[src/rtl/tor_pkg.sv]
package tor_pkg;

  // Output each flit wants at this node
  typedef enum logic [1:0] {
    WANT_NONE  = 2'd0,
    WANT_X     = 2'd1,
    WANT_Y     = 2'd2,
    WANT_LOCAL = 2'd3
  } want_e;

  // Source chosen for each output register
  typedef enum logic [1:0] {
    SRC_NONE = 2'd0,
    SRC_X    = 2'd1,
    SRC_Y    = 2'd2,
    SRC_C    = 2'd3
  } src_e;

  localparam int NUM_OUT = 3;
  localparam int OUT_X   = 0;
  localparam int OUT_Y   = 1;
  localparam int OUT_L   = 2;

endpackage

[src/rtl/tor_rst_sync.sv]
module tor_rst_sync (
  input  logic clk,
  input  logic rst_n,
  output logic rst_sync_n
);
  logic stage_q;

  always_ff @(posedge clk or negedge rst_n) begin
    if (!rst_n) begin
      stage_q    <= 1'b0;
      rst_sync_n <= 1'b0;
    end else begin
      stage_q    <= 1'b1;
      rst_sync_n <= stage_q;
    end
  end
endmodule

[src/rtl/tor_route_dec.sv]
module tor_route_dec
  import tor_pkg::*;
(
  input  logic  valid,
  input  logic  x_hit,
  input  logic  y_hit,
  output want_e want
);
  // Dimension order: finish X, then Y, then deliver
  always_comb begin
    if (!valid)      want = WANT_NONE;
    else if (!x_hit) want = WANT_X;
    else if (!y_hit) want = WANT_Y;
    else             want = WANT_LOCAL;
  end
endmodule

[src/rtl/tor_arbiter.sv]
module tor_arbiter
  import tor_pkg::*;
(
  input  want_e want_x,
  input  want_e want_y,
  input  want_e want_c,
  output src_e  src_xo,
  output src_e  src_yo,
  output src_e  src_lo,
  output logic  inj_ok
);
  logic y_loc, y_fwd, x_loc, x_turn, x_pass;
  logic free_x, free_y, free_l;

  always_comb begin
    // Y ring traffic ranks first
    y_loc  = (want_y == WANT_LOCAL);
    y_fwd  = (want_y == WANT_Y);
    // X ring traffic takes what is left, else stays on X
    x_loc  = (want_x == WANT_LOCAL) && !y_loc;
    x_turn = (want_x == WANT_Y) && !y_fwd;
    x_pass = (want_x != WANT_NONE) && !x_loc && !x_turn;

    free_x = !x_pass;
    free_y = !(y_fwd || x_turn);
    free_l = !(y_loc || x_loc);

    unique case (want_c)
      WANT_X:     inj_ok = free_x;
      WANT_Y:     inj_ok = free_y;
      WANT_LOCAL: inj_ok = free_l;
      default:    inj_ok = 1'b0;
    endcase

    if (x_pass)                               src_xo = SRC_X;
    else if (inj_ok && want_c == WANT_X)      src_xo = SRC_C;
    else                                      src_xo = SRC_NONE;

    if (y_fwd)                                src_yo = SRC_Y;
    else if (x_turn)                          src_yo = SRC_X;
    else if (inj_ok && want_c == WANT_Y)      src_yo = SRC_C;
    else                                      src_yo = SRC_NONE;

    if (y_loc)                                src_lo = SRC_Y;
    else if (x_loc)                           src_lo = SRC_X;
    else if (inj_ok && want_c == WANT_LOCAL)  src_lo = SRC_C;
    else                                      src_lo = SRC_NONE;
  end
endmodule

[src/rtl/tor_out_reg.sv]
module tor_out_reg
  import tor_pkg::*;
#(
  parameter int FW = 37
) (
  input  logic          clk,
  input  logic          rst_n,
  input  src_e          src,
  input  logic [FW-1:0] from_x,
  input  logic [FW-1:0] from_y,
  input  logic [FW-1:0] from_c,
  output logic [FW-1:0] q
);
  logic [FW-1:0] nxt;
  logic          en;

  always_comb begin
    unique case (src)
      SRC_X:   nxt = from_x;
      SRC_Y:   nxt = from_y;
      SRC_C:   nxt = from_c;
      default: nxt = '0;
    endcase
    // Load only when a flit arrives or one must be cleared
    en = nxt[0] | q[0];
  end

  always_ff @(posedge clk or negedge rst_n) begin
    if (!rst_n)  q <= '0;
    else if (en) q <= nxt;
  end
endmodule

[src/rtl/tor_router.sv]
module tor_router
  import tor_pkg::*;
#(
  parameter int X_NODES   = 4,
  parameter int Y_NODES   = 4,
  parameter int PAYLOAD_W = 32,
  localparam int XW       = $clog2(X_NODES),
  localparam int YW       = $clog2(Y_NODES),
  localparam int FLIT_W   = 1 + XW + YW + PAYLOAD_W
) (
  input  logic              clk,
  input  logic              rst_n,
  input  logic [XW-1:0]     my_x,
  input  logic [YW-1:0]     my_y,
  input  logic [FLIT_W-1:0] x_in,
  input  logic [FLIT_W-1:0] y_in,
  input  logic [FLIT_W-1:0] inj_flit,
  output logic              inj_ready,
  output logic [FLIT_W-1:0] x_out,
  output logic [FLIT_W-1:0] y_out,
  output logic [FLIT_W-1:0] dlv_out
);
  localparam int DX_LO = 1;
  localparam int DY_LO = 1 + XW;

  logic rst_sync_n;

  tor_rst_sync u_rst (
    .clk        (clk),
    .rst_n      (rst_n),
    .rst_sync_n (rst_sync_n)
  );

  // Per-input coordinate match; the Y ring input has already finished X
  logic  x_hit_x, y_hit_x, y_hit_y, x_hit_c, y_hit_c;
  want_e want_x, want_y, want_c;

  assign x_hit_x = (x_in[DX_LO +: XW] == my_x);
  assign y_hit_x = (x_in[DY_LO +: YW] == my_y);
  assign y_hit_y = (y_in[DY_LO +: YW] == my_y);
  assign x_hit_c = (inj_flit[DX_LO +: XW] == my_x);
  assign y_hit_c = (inj_flit[DY_LO +: YW] == my_y);

  tor_route_dec u_dec_x (.valid(x_in[0]),     .x_hit(x_hit_x), .y_hit(y_hit_x), .want(want_x));
  tor_route_dec u_dec_y (.valid(y_in[0]),     .x_hit(1'b1),    .y_hit(y_hit_y), .want(want_y));
  tor_route_dec u_dec_c (.valid(inj_flit[0]), .x_hit(x_hit_c), .y_hit(y_hit_c), .want(want_c));

  src_e src_arr [NUM_OUT];

  tor_arbiter u_arb (
    .want_x (want_x),
    .want_y (want_y),
    .want_c (want_c),
    .src_xo (src_arr[OUT_X]),
    .src_yo (src_arr[OUT_Y]),
    .src_lo (src_arr[OUT_L]),
    .inj_ok (inj_ready)
  );

  logic [FLIT_W-1:0] q_arr [NUM_OUT];

  for (genvar g = 0; g < NUM_OUT; g++) begin : g_out
    tor_out_reg #(.FW(FLIT_W)) u_reg (
      .clk    (clk),
      .rst_n  (rst_sync_n),
      .src    (src_arr[g]),
      .from_x (x_in),
      .from_y (y_in),
      .from_c (inj_flit),
      .q      (q_arr[g])
    );
  end

  assign x_out   = q_arr[OUT_X];
  assign y_out   = q_arr[OUT_Y];
  assign dlv_out = q_arr[OUT_L];

endmodule

[config.mk]
export PLATFORM = sky130hd
export DESIGN_NAME = tor_router
export DESIGN_NICKNAME = d
export VERILOG_FILES = /design/src/rtl/tor_pkg.sv /design/src/rtl/tor_rst_sync.sv /design/src/rtl/tor_route_dec.sv /design/src/rtl/tor_arbiter.sv /design/src/rtl/tor_out_reg.sv /design/src/rtl/tor_router.sv
export SDC_FILE = /design/constraint.sdc
export NUM_CORES = 1
export LEC_CHECK = 0
export BUFFER_PORTS_ARGS = -buffer_cell sky130_fd_sc_hd__buf_4
export CAP_MARGIN = 15
export CORE_MARGIN = 2
export CORE_UTILIZATION = 35
export DETAILED_ROUTE_END_ITERATION = 12
export SETUP_SLACK_MARGIN = 0.1
export SLEW_MARGIN = 0
export SYNTH_ARGS = -nofsm -noshare
export SYNTH_HDL_FRONTEND = slang
export SYNTH_SLANG_ARGS = --single-unit
[constraint.sdc]
create_clock -name clk -period 4.7 [get_ports clk]
set_input_delay 0.705 -clock clk [delete_from_list [all_inputs] [get_ports clk]]
set_output_delay 0.705 -clock clk [all_outputs]
set_load 0.02 [all_outputs]
== Word level (Yosys, flattened, before mapping) ==
Index checks and enable logic that the tools add are counted.

* Bits in latches: 0
* Register bits: 113
* RAM bits: 0
* Memories: 0
* Memory bits (read-only): 0

* Multiply operators: 0
* Order comparisons: 0
* Shift-type cells: 0
* Muxes and demuxes: 20
* Add/subtract/negate cells: 0
* Reduce and logical (&&, ||, !) cells: 17
* Divide/modulo/power cells: 0
* Equality and inequality tests: 21
* Bitwise operators: 3

{| class="wikitable"
|+ Operators by type and width
! cell !! number
|-
| one-hot mux 37 bit (3 select lines) || 3
|-
| 2-to-1 mux 2 bit || 13
|-
| == test 2 bit, second input constant || 12
|-
| == test 2 bit || 5
|-
| == test 2 x 1 -> 1 bit, second input constant || 4
|-
| logical AND 1 bit || 7
|-
| zero test 1 bit || 7
|-
| 2-to-1 mux 1 bit || 3
|-
| bitwise OR 1 bit || 3
|-
| one-hot mux 1 bit (3 select lines) || 1
|-
| logical OR 1 bit || 2
|-
| nonzero test 2 bit || 1
|}

== Logic depth before layout (Yosys ltp) ==
Gate-level depths: netlist (run 1).

* Word-level depth: 18
* Gate-level depth with buffers: 8
* Gate-level depth less buffers: 5

== By module ==
From an unflattened synthesis (run 1), not the netlist that was laid out.

* Cells, all modules: 543
* Area, all modules: 6,951.7 µm²

{| class="wikitable"
|+ By module, submodules not included
! module !! area an instance (µm²) !! seq. area each (µm²) !! times used !! cells each
|-
| tor_out_reg || 2,194.6 || 925.9 || 3 || 164
|-
| tor_arbiter || 151.4 || 0.0 || 1 || 23
|-
| tor_router || 110.1 || 0.0 || 1 || 16
|-
| tor_rst_sync || 53.8 || 50.0 || 1 || 3
|-
| tor_route_dec || 17.5 || 0.0 || 3 || 3
|}

== Worst setup path after synthesis (run 1) ==
OpenSTA, ideal clock, no wires.

* Path kind: input port to output port
* From: input port my_y[1]
* To: output port inj_ready
* Path buffers: 3
* Stages: 8
* Arrival time: 2.137 ns
* Data required time: 3.995 ns
* Setup slack: 1.858 ns
* Path through: buf_4 > xor2_1 > nor4_1 > o21ai_1 > a21boi_1 > buf_4 > buf_6 > o221ai_1

* Cells in the longest elaborated chain, start to end: 11

{| class="wikitable"
|+ RTL lines
! element !! RTL line !! text
|-
| start: declaration || tor_router.sv:14 || <nowiki>input logic [YW-1:0] my_y,</nowiki>
|-
| == test 2 bit (on tied branches) || tor_router.sv:39, tor_router.sv:40 ||
|-
| 2-to-1 mux 1 bit || tor_route_dec.sv:13 || <nowiki>else if (!y_hit) want = WANT_Y;</nowiki>
|-
| 2-to-1 mux 2 bit (on tied branches) || tor_route_dec.sv:12, tor_route_dec.sv:11 ||
|-
| 2-to-1 mux 2 bit / == test 2 bit (equally long branches) || tor_route_dec.sv:11, tor_arbiter.sv:17 ||
|-
| == test 2 bit / zero test 1 bit (equally long branches) || tor_arbiter.sv:20 || <nowiki>x_loc = (want_x == WANT_LOCAL) && !y_loc;</nowiki>
|-
| logical AND 1 bit || tor_arbiter.sv:20 ||
|-
| zero test 1 bit || tor_arbiter.sv:22 || <nowiki>x_pass = (want_x != WANT_NONE) && !x_loc && !x_turn;</nowiki>
|-
| logical AND 1 bit (2 in a row) || tor_arbiter.sv:22 ||
|-
| zero test 1 bit || tor_arbiter.sv:24 || <nowiki>free_x = !x_pass;</nowiki>
|-
| one-hot mux 1 bit (3 select lines) * || tor_arbiter.sv:28 || <nowiki>unique case (want_c)</nowiki>
|-
| end: declaration || tor_router.sv:18 || <nowiki>output logic inj_ready,</nowiki>
|}

Every way passes the cells marked *; elsewhere a longest branch is shown, timed or not.

== Worst setup path in the final report (run 1) ==
* From: input port my_x[0]
* To: output port inj_ready

* Cells in the longest elaborated chain, start to end: 10

{| class="wikitable"
|+ RTL lines
! element !! RTL line !! text
|-
| start: declaration || tor_router.sv:13 || <nowiki>input logic [XW-1:0] my_x,</nowiki>
|-
| == test 2 bit || tor_router.sv:38 || <nowiki>assign x_hit_x = (x_in[DX_LO +: XW] == my_x);</nowiki>
|-
| 2-to-1 mux 2 bit || tor_route_dec.sv:12 || <nowiki>else if (!x_hit) want = WANT_X;</nowiki>
|-
| 2-to-1 mux 2 bit || tor_route_dec.sv:11 || <nowiki>if (!valid) want = WANT_NONE;</nowiki>
|-
| == test 2 bit || tor_arbiter.sv:20 ||
|-
| logical AND 1 bit || tor_arbiter.sv:20 ||
|-
| zero test 1 bit || tor_arbiter.sv:22 ||
|-
| logical AND 1 bit (2 in a row) || tor_arbiter.sv:22 ||
|-
| zero test 1 bit || tor_arbiter.sv:24 ||
|-
| one-hot mux 1 bit (3 select lines) * || tor_arbiter.sv:28 ||
|}

Marks and branches as above.

==> results.py, run 1 <==
metrics = {
    "timing": {
        "fin_crit_sh": 0.668,
        "worst_slew_pin_slew_ns": 1.08,
        "max_freq_ghz": 0.319,
        "setup-violations-final": 0,
        "slew_headroom": 0.276,
        "fin_crit_ns": 3.14,
        "setup_tns_ns": 0,
        "slew_violations": 0,
        "hold_viol_final": 0,
        "rsz0062_at_grt": "no",
        "skew_ns": 0.0107,
    },
    "floorplan": {
        "num_rows": 49,
        "dieArea_mm2": 0.0193,
        "initial_core_util": 0.356,
        "io_pins": 229,
        "die_w_um": 139,
        "die_h_um": 139,
        "core-area_mm2": 0.0179,
    },
    "cts": {
        "clk_latency_ns": 0.42,
        "path_clk_slew_ns": 0.05,
        "cts_setup_buffers": 0,
        "hold_buffers": 0,
        "cts_made_buffers": 17,
        "numClockSinks": 113,
        "cts_tree": "built",
        "cts_resized": 0,
        "cts-root-buf": "clkbuf_16",
        "htreeDepth": 4,
        "clk_path_buf_depth": 2,
    },
    "critical_path": {
        "criticalPathCategory": "in -> out",
        "crit_path_end_kind": "output pin",
        "critPathMaxFanout": 37,
        "required_ns": 3.99,
        "arrival_ns": 2.43,
        "start_kind": "input port",
    },
    "synth": {
        "netlist_area_mm2": 0.00637,
        "ys_async_sr_fraction": 1.00,
        "synth.distinct_cells": 42,
        "ys_warn_count": 0,
        "postSynthCellCount": 656,
        "synth_flop_cell": "dfrtp_1",
        "ys_seq_elements": 113,
        "yosysSeqAreaShare": 0.444,
        "syn_area_per_cell_um2": 9.71,
        "synth_edf_count": 0,
        "syn-num-nets": 773,
    },
    "drt": {
        "wire_per_inst_um": 20.3,
        "antenna_left": 0,
        "drc": 0,
        "wl_um": 22100,
        "via_count": 5992,
        "vias_per_cell": 5.50,
        "first_pass_iters": 5,
        "drt_iter0_drc": 307,
    },
    "outcome": {
        "status": "finished, final reports clean",
    },
    "run": {
        "max_cap_violations": 0,
    },
    "pwr": {
        "peakVddDrop_mv": 0.275,
        "powerDensity_mw_per_mm2": 427,
        "p_leak_uw": 0.00410,
    },
    "final_layout": {
        "drive_gt1_frac": 0.331,
        "final_cell_mix": "buf_4, dfrtp_1, inv_1",
        "final_util": 0.491,
        "nets": 965,
        "layout_commonest_cell": "buf_4",
        "syn2layout_area_growth_pct": 37.9,
        "n_antenna_cell": 0,
    },
    "hold_path": {
        "hp-class": "in -> async",
    },
    "global_route": {
        "grt_pass1_wl_um": 34900,
        "grt_pass1_vias": 6008,
        "antenna_found_initial": 0,
        "grt_overflow_total": 0,
        "grt_max_degree": 69,
        "track_usage": 0.231,
    },
    "place": {
        "place_congestion": 0.770,
        "io_buffers": 228,
        "hpwl_um": 14800,
    },
}
-- final cells by class --
| class | count | area, µm² |
|---|---|---|
| inverter | 72 | 270 |
| sequential | 113 | 2830 |
| tap | 229 | 287 |
| clock buffer | 27 | 503 |
| timing repair buffer | 237 | 1800 |
| clock inverter | 5 | 100 |
| multi-input combinational | 407 | 2990 |
| fill | 1722 | 9110 |
-- kinds of logic after synthesis --
kind of cell	count (synthesis)	synth area share
XOR/XNOR	14	0.0228
multiplexers	36	0.0565
flip-flops	113	0.444
other	1	0.000588
AND/OR/NAND/NOR	113	0.102
AO/OA/AOI/OAI	243	0.279
buffers and inverters	136	0.0950
-- flip-flops by register name, indices dropped and copies added, names as in the netlist --
signal            flops
g_out.u_reg.q       111
u_rst.stage_q         1
u_rst.rst_sync_n      1
-- report_power, final --
part / internal [µW] / switching (µW)
clock network: 889 / 443
registers: 1150 / 149
logic: 493 / 634
-- critical path, stage by stage --
cell and delay [ns]:
buf_4 0.12, xnor2_1 0.26, and3_2 0.82, nand2_2 0.11, nand2_1 0.11, o221ai_1 0.12, buf_4 0.18
-- stage by stage --
step / hold WS (ns) / total power, µW / setup slack, ns / cell area (µm²) / std cells
finish: 0.0599 / 3760 / 1.56 / 8790 / 1090
global route: 0.0383 / 3930 / 1.45 / 8790 / 1090
CTS: 0.0399 / 3790 / 1.55 / 8790 / 1090
detailed placement: 0.341 / 2450 / 1.29 / 8190 / 1058
global placement: 0.337 / 2440 / 1.35 / 8190 / 1058
floorplan: 0.331 / 1910 / 1.32 / 6370 / 656
-- worst paths after layout --
check / from / endpoint / slack [ns] / cells past startpoint
hold reg to reg: u_rst.stage_q$_DFF_PN0_ / u_rst.rst_sync_n$_DFF_PN0_ / 0.35 / 0
setup / recovery: my_x[0] / inj_ready / 1.56 / 7
min in group clk: u_rst.stage_q$_DFF_PN0_ / u_rst.rst_sync_n$_DFF_PN0_ / 0.35 / 0
hold / removal: rst_n / u_rst.rst_sync_n$_DFF_PN0_ / 0.06 / 1
max in group asynchronous: u_rst.rst_sync_n$_DFF_PN0_ / g_out[0].u_reg.q[26]$_DFFE_PN0P_ / 3.09 / 1
setup reg to reg: g_out[1].u_reg.q[0]$_DFFE_PN0P_ / g_out[1].u_reg.q[23]$_DFFE_PN0P_ / 2.83 / 3
-- Yosys cell counts, types with 4 or more instances --
master / count / share of area
dfrtp_1: 113 / 0.44
inv_1: 72 / 0.042
nand2_1: 41 / 0.024
o31ai_1: 39 / 0.046
a21oi_1: 38 / 0.030
a221o_1: 36 / 0.057
mux2i_1: 36 / 0.057
nor3b_1: 36 / 0.042
o32ai_1: 35 / 0.048
o21ai_0: 33 / 0.026
clkbuf_1: 29 / 0.017
buf_2: 19 / 0.015
a31oi_1: 18 / 0.018
a21boi_1: 17 / 0.020
a221oi_1: 16 / 0.022
nor2_1: 16 / 0.0094
buf_4: 7 / 0.0082
xnor2_1: 7 / 0.0096
buf_6: 6 / 0.011
o21ai_1: 4 / 0.0031
xor2_1: 4 / 0.0055
-- per-layer routing --
layer | wire length, µm | share of wire | vias up | global-route usage
li1 | - | - | 2815 | -
met3 | 1590 | 0.072 | 29 | 0.0584
met2 | 10600 | 0.48 | 247 | 0.381
met1 | 9470 | 0.43 | 2901 | 0.302
met5 | 0 | 0 | - | 0
met4 | 441 | 0.020 | 0 | 0.0702
Power figures use the tool's default switching activity.
==> run 2: changes to the inputs <==
--- a/config.mk
+++ b/config.mk
@@ -5,6 +5,7 @@
 export SDC_FILE = /design/constraint.sdc
 export NUM_CORES = 1
 export LEC_CHECK = 0
+export ABC_AREA = 1
 export BUFFER_PORTS_ARGS = -buffer_cell sky130_fd_sc_hd__buf_4
 export CAP_MARGIN = 15
 export CORE_MARGIN = 2
==> constraint.sdc (replaced) <==
create_clock -name clk -period 2.82 [get_ports clk]
set_input_delay 0.423 -clock clk [delete_from_list [all_inputs] [get_ports clk]]
set_output_delay 0.423 -clock clk [all_outputs]
set_load 0.02 [all_outputs]
==> results.py, run 2 <==
metrics = {
    "outcome": {
        "status": "finished, final reports clean",
    },
    "synth": {
        "synth_top_cells_by_area": "dfrtp_1, nand3_1, nand4_1",
        "yosysTopAreaCell": "dfrtp_1",
        "syn_area_per_cell_um2": 8.03,
        "synthTopCellsByCount": "nand3_1, nand2_1, dfrtp_1, nand4_1, inv_1",
        "synth_edf_count": 0,
        "ys_seq_elements": 113,
        "syn-num-nets": 914,
        "synth_top_area_share": 0.442,
        "synth_flop_cell": "dfrtp_1",
        "synth.most_common_cell": "nand3_1",
        "synth.distinct_cells": 29,
        "netlist_area_mm2": 0.00640,
        "yosysSeqAreaShare": 0.442,
        "ys_warn_count": 0,
        "postSynthCellCount": 797,
        "ys_async_sr_fraction": 1.00,
    },
    "timing": {
        "setup_ws_ns": 0.464,
        "rsz0062_at_grt": "no",
        "hold_viol_final": 0,
        "setup-violations-final": 0,
        "fin_crit_sh": 0.836,
        "slew_violations": 0,
        "slew_headroom": 0.392,
        "skew_ns": 0.00686,
        "max_freq_ghz": 0.424,
        "worst_slew_pin_slew_ns": 0.912,
        "fin_crit_ns": 2.36,
        "setup_tns_ns": 0,
    },
    "final_layout": {
        "syn2layout_area_growth_pct": 40.0,
        "top_register": "g_out.u_reg.q",
        "postLayoutCellArea_mm2": 0.00896,
        "seqCellArea_mm2": 0.00283,
        "final_util": 0.499,
        "n_antenna_cell": 0,
        "multi_input_area_mm2": 0.00295,
        "layout_commonest_cell": "buf_4",
        "nets": 1112,
        "largest_reg_flops": 111,
        "top_regs": "g_out.u_reg.q: 111 flops, u_rst.rst_sync_n: 1 flops, u_rst.stage_q: 1 flops",
        "fill_cells": 1760,
        "drive_gt1_frac": 0.302,
        "final_cell_mix": "buf_4, nand3_1, nand2_1",
    },
    "floorplan": {
        "core-area_mm2": 0.0180,
        "die_h_um": 139,
        "io_pins": 229,
        "dieArea_mm2": 0.0194,
        "num_rows": 49,
        "die_w_um": 139,
        "initial_core_util": 0.356,
    },
    "cts": {
        "cts_made_buffers": 17,
        "clk_latency_ns": 0.42,
        "clk_path_buf_depth": 2,
        "path_clk_slew_ns": 0.06,
        "cts_resized": 0,
        "htreeDepth": 4,
        "cts-root-buf": "clkbuf_16",
        "cts_tree": "built",
        "numClockSinks": 113,
    },
    "global_route": {
        "grt_overflow_total": 0,
        "grt_pass1_vias": 6943,
        "grt_pass1_wl_um": 39800,
        "track_usage": 0.263,
        "grt_max_degree": 74,
        "antenna_found_initial": 0,
    },
    "place": {
        "io_buffers": 228,
        "dp_slack_ns": 0.506,
        "place_congestion": 0.782,
        "hpwl_um": 16200,
        "placed_area_mm2": 0.00826,
    },
    "drt": {
        "drc": 0,
        "drt_iter0_drc": 497,
        "antenna_left": 0,
        "via_count": 7089,
        "vias_per_cell": 5.73,
        "first_pass_iters": 5,
        "wl_um": 25700,
        "wire_per_inst_um": 20.8,
    },
    "hold_path": {
        "hp-class": "in -> reg",
    },
    "critical_path": {
        "required_ns": 2.40,
        "crit_path_max_incr_delay_ns": 0.33,
        "start_kind": "input port",
        "criticalPathCategory": "in -> out",
        "arrival_ns": 1.93,
        "crit_chain": "buf_4, inv_1, nand2_1, nand2_1, nand2_2, nand2_2, nand3_4, nand3_4, nand2_1, nand3b_1, buf_4",
        "critPathMaxFanout": 14,
        "cp_slowest_cell": "nand2_2",
        "crit_path_end_kind": "output pin",
        "critPathMostFrequentCell": "nand2_1",
    },
    "pwr": {
        "p_leak_uw": 0.00452,
        "powerDensity_mw_per_mm2": 699,
        "finalPower_uw": 6270,
        "peakVddDrop_mv": 0.437,
    },
    "run": {
        "max_cap_violations": 0,
    },
}
## run 2: path summary, 6_finish.rpt
kind | startpoint | to | slack [ns] | depth (start not counted)
setup reg to reg | g_out[2].u_reg.q[0]$_DFFE_PN0P_ | g_out[2].u_reg.q[33]$_DFFE_PN0P_ | 1.11 | 4
hold reg to reg | u_rst.stage_q$_DFF_PN0_ | u_rst.rst_sync_n$_DFF_PN0_ | 0.35 | 0
setup / recovery | y_in[3] | inj_ready | 0.46 | 11
hold / removal | inj_flit[29] | g_out[2].u_reg.q[29]$_DFFE_PN0P_ | 0.23 | 3
max in group asynchronous | u_rst.rst_sync_n$_DFF_PN0_ | g_out[1].u_reg.q[34]$_DFFE_PN0P_ | 1.60 | 1
min in group asynchronous | rst_n | u_rst.rst_sync_n$_DFF_PN0_ | 0.32 | 2
## run 2: what timing repair did
action | in CTS | in global routing
hold buffers | 1 | 0
hold endpoints to repair | 2 | 0
setup buffers | 0 | 0
## run 2: report_power, final
| part | leakage, µW | switching, µW | internal [µW] |
|---|---|---|---|
| registers | 0.00143 | 188 | 1870 |
| logic | 0.00276 | 1000 | 662 |
| clock network | 0.000336 | 797 | 1750 |
| total | 0.00452 | 1990 | 4280 |
## run 2: worst max-delay path: cells and delay by family
kind	cells	cell delay, ns
and+or+nand+nor	8	1.14
buffers and inverters	3	0.34
## run 2: per-stage QoR
stage          cells  hold WS [ns]
4_1_cts         1237         0.208
6_report        1237         0.229
5_1_grt         1237         0.229
2_1_floorplan    797         0.127
3_3_place_gp    1204         0.207
3_5_place_dp    1204         0.208
## run 2: layout make-up
type	instances	area share
clock buffer	22	0.0540
clock inverter	10	0.0226
inverter	71	0.0300
multi-input combinational	541	0.329
sequential	113	0.316
tap	229	0.0320
timing repair buffer	251	0.216
## run 2: logic make-up (layout without fill, tap and decap cells)
logic type	Yosys count	in the layout	synth area share
DFF	113	113	0.442
AOI/OAI and AO/OA	78	78	0.0700
xor gates and xnor gates	5	5	0.00684
other	1	1	0.000586
and+or+nand+nor	457	457	0.379
buffers and inverters	143	354	0.102
## run 2: layer usage
metal / vias to the layer above / global-route usage / part of all wire
li1: 3233 / - / -
met3: 35 / 0.0602 / 0.072
met4: 0 / 0.0771 / 0.016
met5: - / 0 / 0
met1: 3480 / 0.361 / 0.44
met2: 341 / 0.415 / 0.48
